$ cat src/rtl/vf_pkg.sv
package vf_pkg;
  localparam int unsigned VF_AW     = 32;
  localparam int unsigned VF_IW     = 32;
  localparam int unsigned VF_SLOTS  = 8;
  localparam int unsigned VF_OPC_W  = 8;
  localparam logic [7:0]  VF_BR_OP  = 8'hB5;
  localparam int unsigned VF_EXSPAN = 5;
endpackage

$ cat src/rtl/vf_fetch.sv
module vf_fetch
  import vf_pkg::*;
#(
  parameter int unsigned AW        = VF_AW,
  parameter int unsigned IW        = VF_IW,
  parameter int unsigned SLOTS     = VF_SLOTS,
  parameter logic [AW-1:0] RESET_VEC = 32'h0000_0100
) (
  input  logic                clk,
  input  logic                rst,
  input  logic                redirect,
  input  logic [AW-1:0]       redirect_pc,
  output logic                imem_req,
  output logic [AW-1:0]       imem_addr,
  input  logic [SLOTS*IW-1:0] imem_rdata,
  output logic                rd_v,
  output logic [AW-1:0]       rd_pc,
  output logic [SLOTS*IW-1:0] rd_pkt
);
  localparam int unsigned PKT_BYTES = SLOTS * IW / 8;
  localparam logic [AW-1:0] PKT_STEP = AW'(PKT_BYTES);
  localparam logic [AW-1:0] ALIGN_MASK = ~AW'(PKT_BYTES - 1);

  logic          gen_v, send_v, wait_v;
  logic [AW-1:0] gen_pc, send_pc, wait_pc;

  always_ff @(posedge clk) begin
    if (rst) begin
      gen_v  <= 1'b0;
      send_v <= 1'b0;
      wait_v <= 1'b0;
      rd_v   <= 1'b0;
      gen_pc <= RESET_VEC & ALIGN_MASK;
    end else if (redirect) begin
      gen_v  <= 1'b1;
      gen_pc <= redirect_pc & ALIGN_MASK;
      send_v <= 1'b0;
      wait_v <= 1'b0;
      rd_v   <= 1'b0;
    end else begin
      gen_v  <= 1'b1;
      if (gen_v) gen_pc <= gen_pc + PKT_STEP;
      send_v <= gen_v;
      wait_v <= send_v;
      rd_v   <= wait_v;
    end
  end

  always_ff @(posedge clk) begin
    send_pc <= gen_pc;
    wait_pc <= send_pc;
    rd_pc   <= wait_pc;
    rd_pkt  <= imem_rdata;
  end

  assign imem_req  = send_v;
  assign imem_addr = send_pc;
endmodule

$ cat src/rtl/vf_dispatch.sv
module vf_dispatch
  import vf_pkg::*;
#(
  parameter int unsigned AW    = VF_AW,
  parameter int unsigned IW    = VF_IW,
  parameter int unsigned SLOTS = VF_SLOTS,
  parameter int unsigned OPC_W = VF_OPC_W,
  parameter logic [OPC_W-1:0] BR_OP = VF_BR_OP
) (
  input  logic                clk,
  input  logic                rst,
  input  logic                flush,
  input  logic                in_v,
  input  logic [AW-1:0]       in_pc,
  input  logic [SLOTS*IW-1:0] in_pkt,
  output logic                in_br,
  output logic                dp_br,
  output logic                dc_br,
  output logic [AW-1:0]       out_pc,
  output logic [SLOTS-1:0]    out_sv,
  output logic [SLOTS*IW-1:0] out_pkt
);
  logic [SLOTS-1:0] word_live, word_br;

  for (genvar s = 0; s < SLOTS; s++) begin : g_scan
    assign word_live[s] = |in_pkt[s*IW +: IW];
    assign word_br[s]   = (in_pkt[s*IW +: OPC_W] == BR_OP);
  end

  assign in_br = in_v & (|word_br);

  logic                dp_v;
  logic [AW-1:0]       dp_pc;
  logic [SLOTS-1:0]    dp_sv;
  logic [SLOTS*IW-1:0] dp_pkt;

  always_ff @(posedge clk) begin
    if (rst || flush) begin
      dp_v   <= 1'b0;
      dp_sv  <= '0;
      dp_br  <= 1'b0;
      out_sv <= '0;
      dc_br  <= 1'b0;
    end else begin
      dp_v   <= in_v;
      dp_sv  <= in_v ? word_live : '0;
      dp_br  <= in_br;
      out_sv <= dp_v ? dp_sv : '0;
      dc_br  <= dp_br;
    end
  end

  always_ff @(posedge clk) begin
    dp_pc   <= in_pc;
    dp_pkt  <= in_pkt;
    out_pc  <= dp_pc;
    out_pkt <= dp_pkt;
  end
endmodule

$ cat src/rtl/vf_irq_gate.sv
module vf_irq_gate
  import vf_pkg::*;
#(
  parameter int unsigned EX_SPAN = VF_EXSPAN
) (
  input  logic clk,
  input  logic rst,
  input  logic irq_req,
  input  logic rd_br,
  input  logic dp_br,
  input  logic dc_br,
  output logic irq_take
);
  localparam int unsigned CW = $clog2(EX_SPAN + 1);

  logic [CW-1:0] ex_cnt;
  logic          masked;

  assign masked = rd_br | dp_br | dc_br | (ex_cnt != '0);

  always_ff @(posedge clk) begin
    if (rst) begin
      ex_cnt   <= '0;
      irq_take <= 1'b0;
    end else begin
      if (dc_br)              ex_cnt <= CW'(EX_SPAN);
      else if (ex_cnt != '0)  ex_cnt <= ex_cnt - 1'b1;
      irq_take <= irq_req & ~masked;
    end
  end
endmodule

$ cat src/rtl/vliw_fetch_front.sv
module vliw_fetch_front
  import vf_pkg::*;
#(
  parameter int unsigned AW      = VF_AW,
  parameter int unsigned IW      = VF_IW,
  parameter int unsigned SLOTS   = VF_SLOTS,
  parameter int unsigned OPC_W   = VF_OPC_W,
  parameter logic [OPC_W-1:0] BR_OP = VF_BR_OP,
  parameter int unsigned EX_SPAN = VF_EXSPAN,
  parameter logic [AW-1:0] RESET_VEC = 32'h0000_0100
) (
  input  logic                clk,
  input  logic                rst,
  output logic                imem_req,
  output logic [AW-1:0]       imem_addr,
  input  logic [SLOTS*IW-1:0] imem_rdata,
  input  logic                br_taken,
  input  logic [AW-1:0]       br_target,
  input  logic                irq_req,
  output logic                irq_take,
  output logic [AW-1:0]       out_pc,
  output logic [SLOTS-1:0]    slot_valid,
  output logic [SLOTS*IW-1:0] slot_instr
);
  logic                rd_v;
  logic [AW-1:0]       rd_pc;
  logic [SLOTS*IW-1:0] rd_pkt;
  logic                rd_br, dp_br, dc_br;

  vf_fetch #(.AW(AW), .IW(IW), .SLOTS(SLOTS), .RESET_VEC(RESET_VEC)) u_fetch (
    .clk(clk), .rst(rst),
    .redirect(br_taken), .redirect_pc(br_target),
    .imem_req(imem_req), .imem_addr(imem_addr), .imem_rdata(imem_rdata),
    .rd_v(rd_v), .rd_pc(rd_pc), .rd_pkt(rd_pkt)
  );

  vf_dispatch #(.AW(AW), .IW(IW), .SLOTS(SLOTS), .OPC_W(OPC_W), .BR_OP(BR_OP)) u_disp (
    .clk(clk), .rst(rst), .flush(br_taken),
    .in_v(rd_v), .in_pc(rd_pc), .in_pkt(rd_pkt),
    .in_br(rd_br), .dp_br(dp_br), .dc_br(dc_br),
    .out_pc(out_pc), .out_sv(slot_valid), .out_pkt(slot_instr)
  );

  vf_irq_gate #(.EX_SPAN(EX_SPAN)) u_irq (
    .clk(clk), .rst(rst), .irq_req(irq_req),
    .rd_br(rd_br), .dp_br(dp_br), .dc_br(dc_br),
    .irq_take(irq_take)
  );
endmodule

$ cat config.mk
export PLATFORM = sky130hd
export DESIGN_NAME = vliw_fetch_front
export DESIGN_NICKNAME = d
export VERILOG_FILES = /design/src/rtl/vf_pkg.sv /design/src/rtl/vf_fetch.sv /design/src/rtl/vf_dispatch.sv /design/src/rtl/vf_irq_gate.sv /design/src/rtl/vliw_fetch_front.sv
export SDC_FILE = /design/constraint.sdc
export NUM_CORES = 1
export LEC_CHECK = 0
export ABC_AREA = 1
export CORE_AREA = 2 2 241 243
export DETAILED_ROUTE_END_ITERATION = 8
export DIE_AREA = 0 0 243 245
export HOLD_SLACK_MARGIN = 0.05
export PLACE_DENSITY_LB_ADDON = 0.1
export SLEW_MARGIN = 40
export SYNTH_ARGS = -nofsm -noshare
export SYNTH_HDL_FRONTEND = slang
export SYNTH_HIERARCHICAL = 1
export SYNTH_SLANG_ARGS = --single-unit
$ cat constraint.sdc
create_clock -name clk -period 1.2 [get_ports clk]
set_input_delay 0.12 -clock clk [delete_from_list [all_inputs] [get_ports clk]]
set_output_delay 0.12 -clock clk [all_outputs]
set_load 0.05 [all_outputs]
==> key figures, run 1 <==
Final layout
  – Share of cells above drive strength 1: 0.391
  – P&R area growth vs syn: 79.7%
  – Fin util: 0.701
  – Final Net Count: 2951
  – Fillers: 3750

Power and ir drop
  – Maximum vdd drop: 1.28 mV
  – Sw Ratio: 0.224
  – Internal cell power: 56.8 mW
  – Sw Pwr: 16.4 mW
  – Clock Power Share: 0.420
  – PD cells: 1830 mW/mm2
  – Leakage Power: 16.7 nW
  – Flop pwr share: 0.478
  – Combinational share of power: 0.102

CTS
  – Worst-Skew Late Latency: 630 ps
  – Htree depth: 3
  – CTS tree: built
  – Clk sinks: 967
  – CTS Buf Count: 92
  – Reg clk slew, reported paths: 60 ps
  – Root Driver: clkbuf_16
  – Clock Tree Buf Depth: 3

Global route
  – First-pass GRT wire length: 91.9 mm
  – Largest net degree at the start of global routing: 21
  – All-Layer GR Usage: 0.208
  – Remaining global-route overflow: 0
  – Vias in the first global route: 15369
  – Initial antenna violation count: 10

Yosys
  – Ys flop type: dfxtp_1
  – Synthesized area per cell: 13.9 um2
  – Mapped Area: 0.0223 mm2
  – Synthesis warning total: 6
  – Sequential fraction of the synthesis area: 0.869
  – Distinct cells, synth: 37
  – Cells after Synth: 1602
  – Yosys reg bits: 967
  – Asr flop ratio synth: 0
  – Post-synth EDFFs: 0

Min path
  – HP Class: primary input to flip-flop

Run status
  – Outcome: complete, but fails checks
  – Violated checks: negative setup slack

STA
  – Hold slack final: 123 ps
  – Peak Freq: 734 MHz
  – Final period util: 1.14
  – Fin crit period: 1360 ps
  – Final setup vio count: 341
  – Fin worst setup slack: -162 ps
  – Skew final: 26.6 ps
  – Slew Limit Fails: 0
  – RSZ-0062 raised after global routing: yes
  – Final Hold Viols: 0

Drt
  – Routed via count: 14438
  – Initial DRC count: 531
  – Routed len/inst: 17.8 um
  – Final WL: 62.3 mm
  – Drt via density: 4.12
  – DRC viols: 0
  – Drt pass-1 iters: 4
  – Antenna viol nets, final: 0

Die
  – Die H: 245 um
  – Initial Util: 0.390
  – Die width: 243 um
  – # IOs: 622
  – Die area: 0.0595 mm2
  – Core box area: 0.0570 mm2
  – Std cell rows: 88

Placed design
  – GP Congestion: 0.869
  – Port Buffers: 611
  – Dpl hpwl: 44.4 mm

Critical path
  – Category of the most critical setup path: flip-flop to flip-flop
  – Critical path data arrival time: 1930 ps
  – Nature of the critical path startpoint: flip-flop
  – Setup crit end kind: flip-flop
  – WP data required: 1770 ps
  – Maximum fanout along the worst path: 5

Job
  – Max Cap Violations: 0
-- cell type report --
class                      count  area, um2  share of cell area
clock inverter                39        598              0.0149
tap                          765        957              0.0239
multi-input combinational    555       2890              0.0721
timing repair buffer         969      12700               0.318
inverter                      70        265             0.00663
sequential                   967      19900               0.496
antenna                        7       17.5            0.000438
clock buffer                 129       2700              0.0675
-- routing by layer --
layer	wire length, um	global-route usage
met1	22800	0.222
met2	32100	0.372
met3	5080	0.0717
met4	2240	0.0913
met5	50	0
-- cell families after synthesis --
group                      synth area share
buffers and inverters                0.0175
and+or+nand+nor                      0.0916
xor gates and xnor gates            0.00236
other                              0.000168
AOI/OAI and AO/OA                    0.0167
adders and majority gates           0.00225
DFF                                   0.869
-- flip-flops by register name, indices dropped and copies added (netlist names), 3 cells and up --
signal,cells
u_fetch/gen_pc,27
u_disp/dp_pkt,256
u_disp/out_sv,8
u_fetch/wait_pc,27
u_fetch/imem_addr,27
u_disp/out_pc,32
u_irq/ex_cnt,3
u_fetch/rd_pkt,256
u_disp/dp_sv,8
u_fetch/rd_pc,27
u_disp/out_pkt,256
u_disp/dp_pc,32
-- power by group through the flow --
| stage | clock network [mW] | logic, mW | registers (mW) |
|---|---|---|---|
| after floorplan | 0 | 0.627 | 37.1 |
| after global routing | 32.8 | 7.77 | 35.2 |
| after detailed placement | 0 | 6.56 | 35.6 |
| after CTS | 31.4 | 7.45 | 35.0 |
| after global placement | 0 | 6.51 | 35.5 |
| final | 30.8 | 7.51 | 35.0 |
-- synthesized netlist by cell type, types with 3 or more instances --
master | n | share of area
nor3_1 | 6 | 0.0013
nand3_1 | 31 | 0.0070
a22oi_1 | 17 | 0.0057
o21bai_1 | 3 | 0.0010
a31oi_1 | 5 | 0.0014
nand3b_1 | 7 | 0.0024
a21oi_1 | 21 | 0.0047
nor3_2 | 3 | 0.0013
nor2_2 | 11 | 0.0031
inv_2 | 5 | 0.00084
nand2_1 | 183 | 0.031
nor2_1 | 206 | 0.035
buf_4 | 10 | 0.0034
xor2_1 | 5 | 0.0020
ha_1 | 4 | 0.0022
inv_1 | 65 | 0.011
dfxtp_1 | 967 | 0.87
a21oi_2 | 5 | 0.0020
buf_2 | 3 | 0.00067
clkbuf_1 | 3 | 0.00051
nand4_1 | 5 | 0.0014
nor2_4 | 6 | 0.0030
o21ai_0 | 5 | 0.0011
nand2_2 | 9 | 0.0025
-- worst paths after layout --
check | startpoint | end | slack, ps | cells past startpoint
worst max-delay path | u_fetch/gen_pc[5] | u_fetch/gen_pc[31] | -160 | 9
worst min-delay path | br_target[10] | u_fetch/gen_pc[10] | 120 | 3
worst max register to register | u_fetch/gen_pc[5] | u_fetch/gen_pc[31] | -160 | 9
worst min register to register | u_disp/dp_pkt[75] | u_disp/out_pkt[75] | 310 | 0
-- critical path: stages (launching register included) --
cell and delay (ps):
dfxtp_4 370, ha_4 140, nand2_4 70, nor2_8 140, nand2_4 110, nor2_4 140
nand2_1 70, nand2_1 60, nand3_1 80, a21oi_2 130
-- layout by cell type, fill, tap and decap left out, types with 6 or more instances in the layout --
cell type          n
inv_2              9
bufinv_16         14
nor2_2            33
conb_1            10
a21oi_2            9
clkbuf_8          24
nand3b_1           7
clkinvlp_4         6
dfxtp_2          346
clkdlybuf4s50_1  286
nand2_1          158
a21oi_1           17
buf_4             99
clkbuf_16         93
inv_1             60
buf_12           327
nand2_4            9
nor2_1           172
clkinv_2          13
clkbuf_1          12
a22oi_1           17
nor3_2             6
dlygate4sd3_1    257
nand3_1           29
nor2_4            18
dfxtp_1          603
dfxtp_4           18
diode_2            7
nand2_2           26
-- stage by stage --
| step | setup WS [ps] | TNS (ps) | power, mW | instances | area, um2 |
|---|---|---|---|---|---|
| finish | -162 | -7670 | 73.3 | 3501 | 40000 |
| global route | -241 | -24130 | 75.8 | 3499 | 40000 |
| CTS | -145 | -23180 | 73.8 | 3490 | 39800 |
| detailed placement | -237 | -8110 | 42.1 | 3063 | 33300 |
| global placement | -252 | -6670 | 42.0 | 3063 | 33300 |
| floorplan | -11.5 | -38.5 | 37.8 | 1611 | 22300 |
-- repair_timing --
action                                  in CTS  in global routing
gates resized for setup                    406                 69
hold buffers                               257                  0
pin swaps                                   29                 28
endpoints found under the setup margin     353                359
setup buffers                                4                  5
endpoints found under the hold margin      257                  0
Power figures use the tool's default switching activity.
==> run 2: changes to the inputs <==
- MAX_ROUTING_LAYER: default -> met4
==> run 2 against run 1 <==
Net effect: the flow still finishes with violations (negative setup slack); wire length decreased by 0.10%; sequential share of layout area about the same; setup slack got worse by 17 ps; critical path depth unchanged; hold slack improved by 17 ps; first-iteration DRC count decreased by 4.0%; count of clock-buffer cells in the layout did not move; largest cell class unchanged.
==> key figures, run 2 (same netlist as run 1, synthesis figures left out) <==
Drt
  – Final WL: 62.3 mm
  – Drt via density: 4.11
  – Antenna viol nets, final: 0
  – Routed via count: 14424
  – DRC viols: 0
  – Routed len/inst: 17.8 um
  – Initial DRC count: 510
  – Drt pass-1 iters: 5

Die
  – Die H: 245 um
  – Die width: 243 um
  – Initial Util: 0.390
  – Std cell rows: 88
  – Core box area: 0.0570 mm2
  – Die area: 0.0595 mm2
  – # IOs: 622

Min path
  – Hold endpoint: u_fetch/gen_pc[10]
  – Hold Crit Depth: 3
  – Hold wc startpoint: br_target[10]
  – HP Class: primary input to flip-flop

Global route
  – Vias in the first global route: 15341
  – First-pass GRT wire length: 92.0 mm
  – Remaining global-route overflow: 0
  – Initial antenna violation count: 13
  – All-Layer GR Usage: 0.215
  – Largest net degree at the start of global routing: 21

CTS
  – Reg clk slew, reported paths: 60 ps
  – Clock Tree Buf Depth: 3
  – CTS tree: built
  – Htree depth: 3
  – CTS Buf Count: 92
  – Root Driver: clkbuf_16
  – Worst-Skew Late Latency: 630 ps
  – Clk sinks: 967

Critical path
  – Critical path data arrival time: 1950 ps
  – Worst Path Buf+Inv: 0
  – CP max-delay cell: dfxtp_4
  – Setup crit end kind: flip-flop
  – WP data required: 1770 ps
  – CP delay by family, top: simple AND/OR/NAND/NOR gates
  – R2R Path Start: u_fetch/gen_pc[5]
  – Nature of the critical path startpoint: flip-flop
  – Reg2reg path depth: 9
  – R2r endpoint: u_fetch/gen_pc[31]
  – Worst path max stage delay: 380 ps
  – Maximum fanout along the worst path: 5
  – Category of the most critical setup path: flip-flop to flip-flop
  – Cell chain of the critical path: ha_4 > nand2_4 > nor2_8 > nand2_4 > nor2_4 > nand2_1 > nand2_1 > nand3_1 > a21oi_2
  – Flop2flop setup slack: -180 ps

STA
  – Final Hold Viols: 0
  – Fin crit period: 1380 ps
  – Final setup vio count: 340
  – Fin worst setup slack: -179 ps
  – Skew final: 25.9 ps
  – Setup TNS: -7510 ps
  – RSZ-0062 raised after global routing: yes
  – Peak Freq: 725 MHz
  – Slew Limit Fails: 0
  – Final period util: 1.15

Run status
  – Violated checks: negative setup slack
  – Outcome: complete, but fails checks

Final layout
  – Share of cells above drive strength 1: 0.392
  – Most frequent cells in the layout: dfxtp_1, dfxtp_2, buf_12
  – Fin util: 0.702
  – P&R area growth vs syn: 79.7%
  – Biggest regs: u_disp/dp_pkt x256, u_disp/out_pkt x256, u_fetch/rd_pkt x256
  – Fillers: 3749
  – Final Net Count: 2951
  – Most common cell after layout, fill and taps aside: dfxtp_1

Placed design
  – GP Congestion: 0.883
  – Dpl hpwl: 44.4 mm
  – Port Buffers: 611
  – Post-Place Worst Slack: -237 ps

Job
  – Max Cap Violations: 0

Power and ir drop
  – PD cells: 1830 mW/mm2
  – Leakage Power: 16.7 nW
  – Maximum vdd drop: 1.29 mV
run 2: what timing repair did:
item,4_1_cts,5_1_grt
resized for setup,406,70
endpoints found under the hold margin,257,0
endpoints found under the setup margin,353,359
pin swaps,29,28
hold buffers,257,0
buffers inserted,4,5
run 2: area by class of cell:
class | count | area (um2) | area share
flip-flops and latches | 967 | 19900 | 0.496
repair buffers | 969 | 12700 | 0.318
multi-input cells | 555 | 2890 | 0.0721
clock buffers | 129 | 2700 | 0.0675
well taps | 765 | 957 | 0.0239
clock inverters | 39 | 598 | 0.0149
inverters | 70 | 265 | 0.00663
diodes | 13 | 32.5 | 0.000813
run 2: power breakdown:
group / total [mW] / internal (mW) / switching [mW]
combinational: 7.51 / 4.06 / 3.45
clock: 30.8 / 18.8 / 12.0
sequential: 35.0 / 34.0 / 0.985
run 2: per-stage QoR:
step / cell area [um2] / std cells / hold slack, ps / power (mW)
finish: 40000 / 3507 / 140 / 73.3
global placement: 33300 / 3063 / 310 / 42.0
detailed placement: 33300 / 3063 / 312 / 42.1
CTS: 39800 / 3490 / 73.1 / 73.8
floorplan: 22300 / 1611 / 148 / 37.8
global route: 40000 / 3507 / 111 / 75.8
run 2: how the worst max path moves through the flow:
stage	start	cells past startpoint	endpoint	slack [ps]
final	u_fetch/gen_pc[5]	9	u_fetch/gen_pc[31]	-180
after global routing	u_fetch/gen_pc[5]	9	u_fetch/gen_pc[25]	-240
after CTS	u_fetch/gen_pc[6]	9	u_fetch/gen_pc[31]	-140
after detailed placement	br_taken	8	u_fetch/gen_pc[20]	-240
after global placement	br_taken	10	u_fetch/gen_pc[6]	-250
after floorplan	u_fetch/gen_pc[6]	8	u_fetch/gen_pc[17]	-10
run 2: tightest hold or removal path: stages:
cell and delay (ps):
clkdlybuf4s50_1 390, nand2_1 110, a31oi_1 90
run 2: per-layer routing:
layer,global-route usage,share of wire
met1,0.223,0.37
met2,0.372,0.52
met3,0.0709,0.078
met4,0.0922,0.035
met5,-,0
==> run 3: changes to the inputs <==
- SYNTH_HIERARCHICAL: 1 -> default
==> run 3 against run 2 <==
Net effect: the flow still finishes with violations (negative setup slack); synthesized area is 2.3% lower; cell area is 1.4% lower; final cell count is 4.1% lower; global-route usage is 0.86 points lower; combinational power is 2% lower; sequential power hardly changed; synthesized cell count is 7.9% lower; sequential share of layout area is 0.19 points higher; count of clock-buffer cells in the layout stayed put; setup slack better by 1.3 ps; critical path type unchanged.
==> key figures, run 3 <==
Drt
  – Antenna viol nets, final: 0
  – Final WL: 60.7 mm
  – Routed via count: 13806
  – Drt pass-1 iters: 4
  – Initial DRC count: 457
  – Drt via density: 4.11
  – DRC viols: 0
  – Routed len/inst: 18.1 um

Yosys
  – Distinct cells, synth: 36
  – Synth Area in Compound Gates: 0.0167
  – Asr flop ratio synth: 0
  – Yosys reg bits: 957
  – Largest family of logic cells by synthesized area: simple AND/OR/NAND/NOR gates
  – Most frequent cells after synthesis: dfxtp_1, nand2_1, nor2_1, inv_1, nor4_1
  – XOR/XNOR share of the synthesized area: 0.00322
  – Synth area leaders: dfxtp_1, nand2_1, nor2_1
  – Top-area cell type share of the netlist area: 0.881
  – Cells after Synth: 1475
  – Post-synth EDFFs: 0
  – Synthesis warning total: 0
  – Synthesized area per cell: 14.8 um2
  – Simple-gate area share of the yosys netlist: 0.0819
  – Post-synthesis adder-cell area fraction: 0.00173
  – Mapped Area: 0.0218 mm2
  – Cell with the most instances after synthesis: dfxtp_1
  – Synth area leader: dfxtp_1
  – Ys flop type: dfxtp_1
  – Mux cell area share after synthesis: 0
  – Sequential fraction of the synthesis area: 0.881

CTS
  – CTS Buf Count: 92
  – Htree depth: 3
  – Worst-Skew Late Latency: 620 ps
  – CTS tree: built
  – Reg clk slew, reported paths: 60 ps
  – Clk sinks: 957
  – Clock Tree Buf Depth: 3
  – Root Driver: clkbuf_16

Critical path
  – Worst Path Buf+Inv: 4
  – Worst path max stage delay: 370 ps
  – Maximum fanout along the worst path: 4
  – Nature of the critical path startpoint: flip-flop
  – Flop2flop setup slack: -180 ps
  – CP max-delay cell: dfxtp_4
  – Cell chain of the critical path: buf_6 > inv_4 > nor2_4 > buf_4 > buf_6 > nand3_4 > xnor2_2 > nand2_1 > a21oi_2
  – Critical path data arrival time: 1910 ps
  – CP delay by family, top: buffers and inverters
  – R2r endpoint: u_fetch.gen_pc[16]
  – Category of the most critical setup path: flip-flop to flip-flop
  – Reg2reg path depth: 9
  – R2R Path Start: u_fetch.gen_pc[6]
  – WP data required: 1730 ps
  – Setup crit end kind: flip-flop
  – Most frequent CP cell: buf_6

Global route
  – Largest net degree at the start of global routing: 22
  – Vias in the first global route: 14778
  – First-pass GRT wire length: 88.7 mm
  – All-Layer GR Usage: 0.206
  – Remaining global-route overflow: 0
  – Initial antenna violation count: 11

Final layout
  – Fillers: 3840
  – P&R area growth vs syn: 81.4%
  – Fin util: 0.692
  – Biggest regs: u_disp.dp_pkt x256, u_disp.out_pkt x256, u_fetch.rd_pkt x256
  – Fin cells: 3363
  – Share of cells above drive strength 1: 0.413
  – Most frequent cells in the layout: dfxtp_1, dfxtp_2, buf_12
  – Sequential cell area: 0.0197 mm2
  – Multi-input logic area: 0.00291 mm2
  – Most common cell after layout, fill and taps aside: dfxtp_1
  – Final Net Count: 2808

STA
  – Skew final: 16.3 ps
  – Slew Limit Fails: 0
  – Fin worst setup slack: -177 ps
  – Peak Freq: 726 MHz
  – Final period util: 1.15
  – Setup TNS: -4800 ps
  – Fin crit period: 1380 ps
  – RSZ-0062 raised after global routing: yes
  – Final setup vio count: 246
  – Final Hold Viols: 0

Die
  – Die H: 245 um
  – # IOs: 622
  – Core box area: 0.0570 mm2
  – Std cell rows: 88
  – Initial Util: 0.381
  – Die area: 0.0595 mm2
  – Die width: 243 um

Power and ir drop
  – Maximum vdd drop: 1.29 mV
  – PD cells: 1810 mW/mm2
  – Leakage Power: 16.3 nW
  – Tot Pwr: 71.3 mW

Run status
  – Outcome: complete, but fails checks
  – Violated checks: negative setup slack

Min path
  – Hold endpoint: u_fetch.gen_pc[14]
  – HP Class: primary input to flip-flop
  – Hold wc startpoint: br_target[14]
  – Hold Crit Depth: 3

Job
  – Max Cap Violations: 0

Placed design
  – Post-Place Worst Slack: -490 ps
  – GP Congestion: 0.869
  – Port Buffers: 606
  – Dpl hpwl: 43.8 mm
  – Cell count after placement: 2913
-- run 3: cell types whose count changed after synthesis, moves of 4 or more --
cell	previous run	this run
and2_1	2	8
dfxtp_1	967	957
inv_1	65	51
nand2_1	183	125
nand3_1	31	36
nand4_1	5	10
nor2_1	206	102
nor2_2	11	7
nor4_1	0	43
-- run 3: power breakdown --
group | switching (mW) | internal [mW] | total (mW)
clock | 11.8 | 17.4 | 29.2
sequential | 1.06 | 33.7 | 34.7
combinational | 3.39 | 3.98 | 7.37
total | 16.2 | 55.1 | 71.3
-- run 3: logic make-up (layout without fill, tap and decap cells) --
kind of cell | Yosys count | in the layout
DFF | 957 | 957
and+or+nand+nor | 372 | 372
buffers and inverters | 76 | 1179
AOI/OAI and AO/OA | 58 | 58
xor gates and xnor gates | 8 | 8
adders and majority gates | 3 | 3
other | 1 | 21
-- run 3: metrics by stage --
stage / instance area, um2 / hold WS (ps)
6_report: 39500 / 107
5_1_grt: 39500 / 99.6
4_1_cts: 39100 / 56.5
3_5_place_dp: 32600 / 312
3_3_place_gp: 32600 / 310
2_1_floorplan: 21800 / 148
-- run 3: worst min-delay path, delay by kind of cell --
| family | cells | cell delay (ps) |
|---|---|---|
| buffers and inverters | 1 | 400 |
| AO/OA/AOI/OAI | 1 | 80 |
| AND/OR/NAND/NOR | 1 | 60 |
-- run 3: area by class of cell --
| class | count | share of cell area |
|---|---|---|
| flip-flops and latches | 957 | 0.498 |
| well taps | 765 | 0.0243 |
| repair buffers | 955 | 0.319 |
| clock buffers | 129 | 0.0672 |
| diodes | 11 | 0.000698 |
| clock inverters | 39 | 0.0119 |
| multi-input cells | 451 | 0.0737 |
| inverters | 56 | 0.00539 |
-- run 3: how the worst max path moves through the flow --
stage / start / to / slack, ps / depth (start not counted)
detailed placement: u_fetch.rd_pkt[33] / u_disp.dp_sv[1] / -490 / 6
global route: u_fetch.gen_pc[6] / u_fetch.gen_pc[16] / -270 / 9
floorplan: u_fetch.gen_pc[6] / u_fetch.gen_pc[31] / -50 / 8
CTS: u_fetch.rd_pkt[33] / u_disp.dp_sv[1] / -140 / 6
global placement: u_fetch.rd_pkt[33] / u_disp.dp_sv[1] / -540 / 6
finish: u_fetch.gen_pc[6] / u_fetch.gen_pc[16] / -180 / 9
-- run 3: routing by layer --
layer	wire length, um	track usage	vias up	share of wire
li1	-	-	6820	-
met1	22800	0.216	6421	0.38
met2	31600	0.361	453	0.52
met3	4490	0.0648	112	0.074
met4	1900	0.0790	0	0.031
met5	0	-	-	0
-- run 3: what timing repair did --
item | CTS | global route
resized for setup | 424 | 96
buffers inserted | 13 | 9
pin swaps | 38 | 60
endpoints found under the hold margin | 256 | 0
hold buffers | 256 | 0
endpoints found under the setup margin | 353 | 355
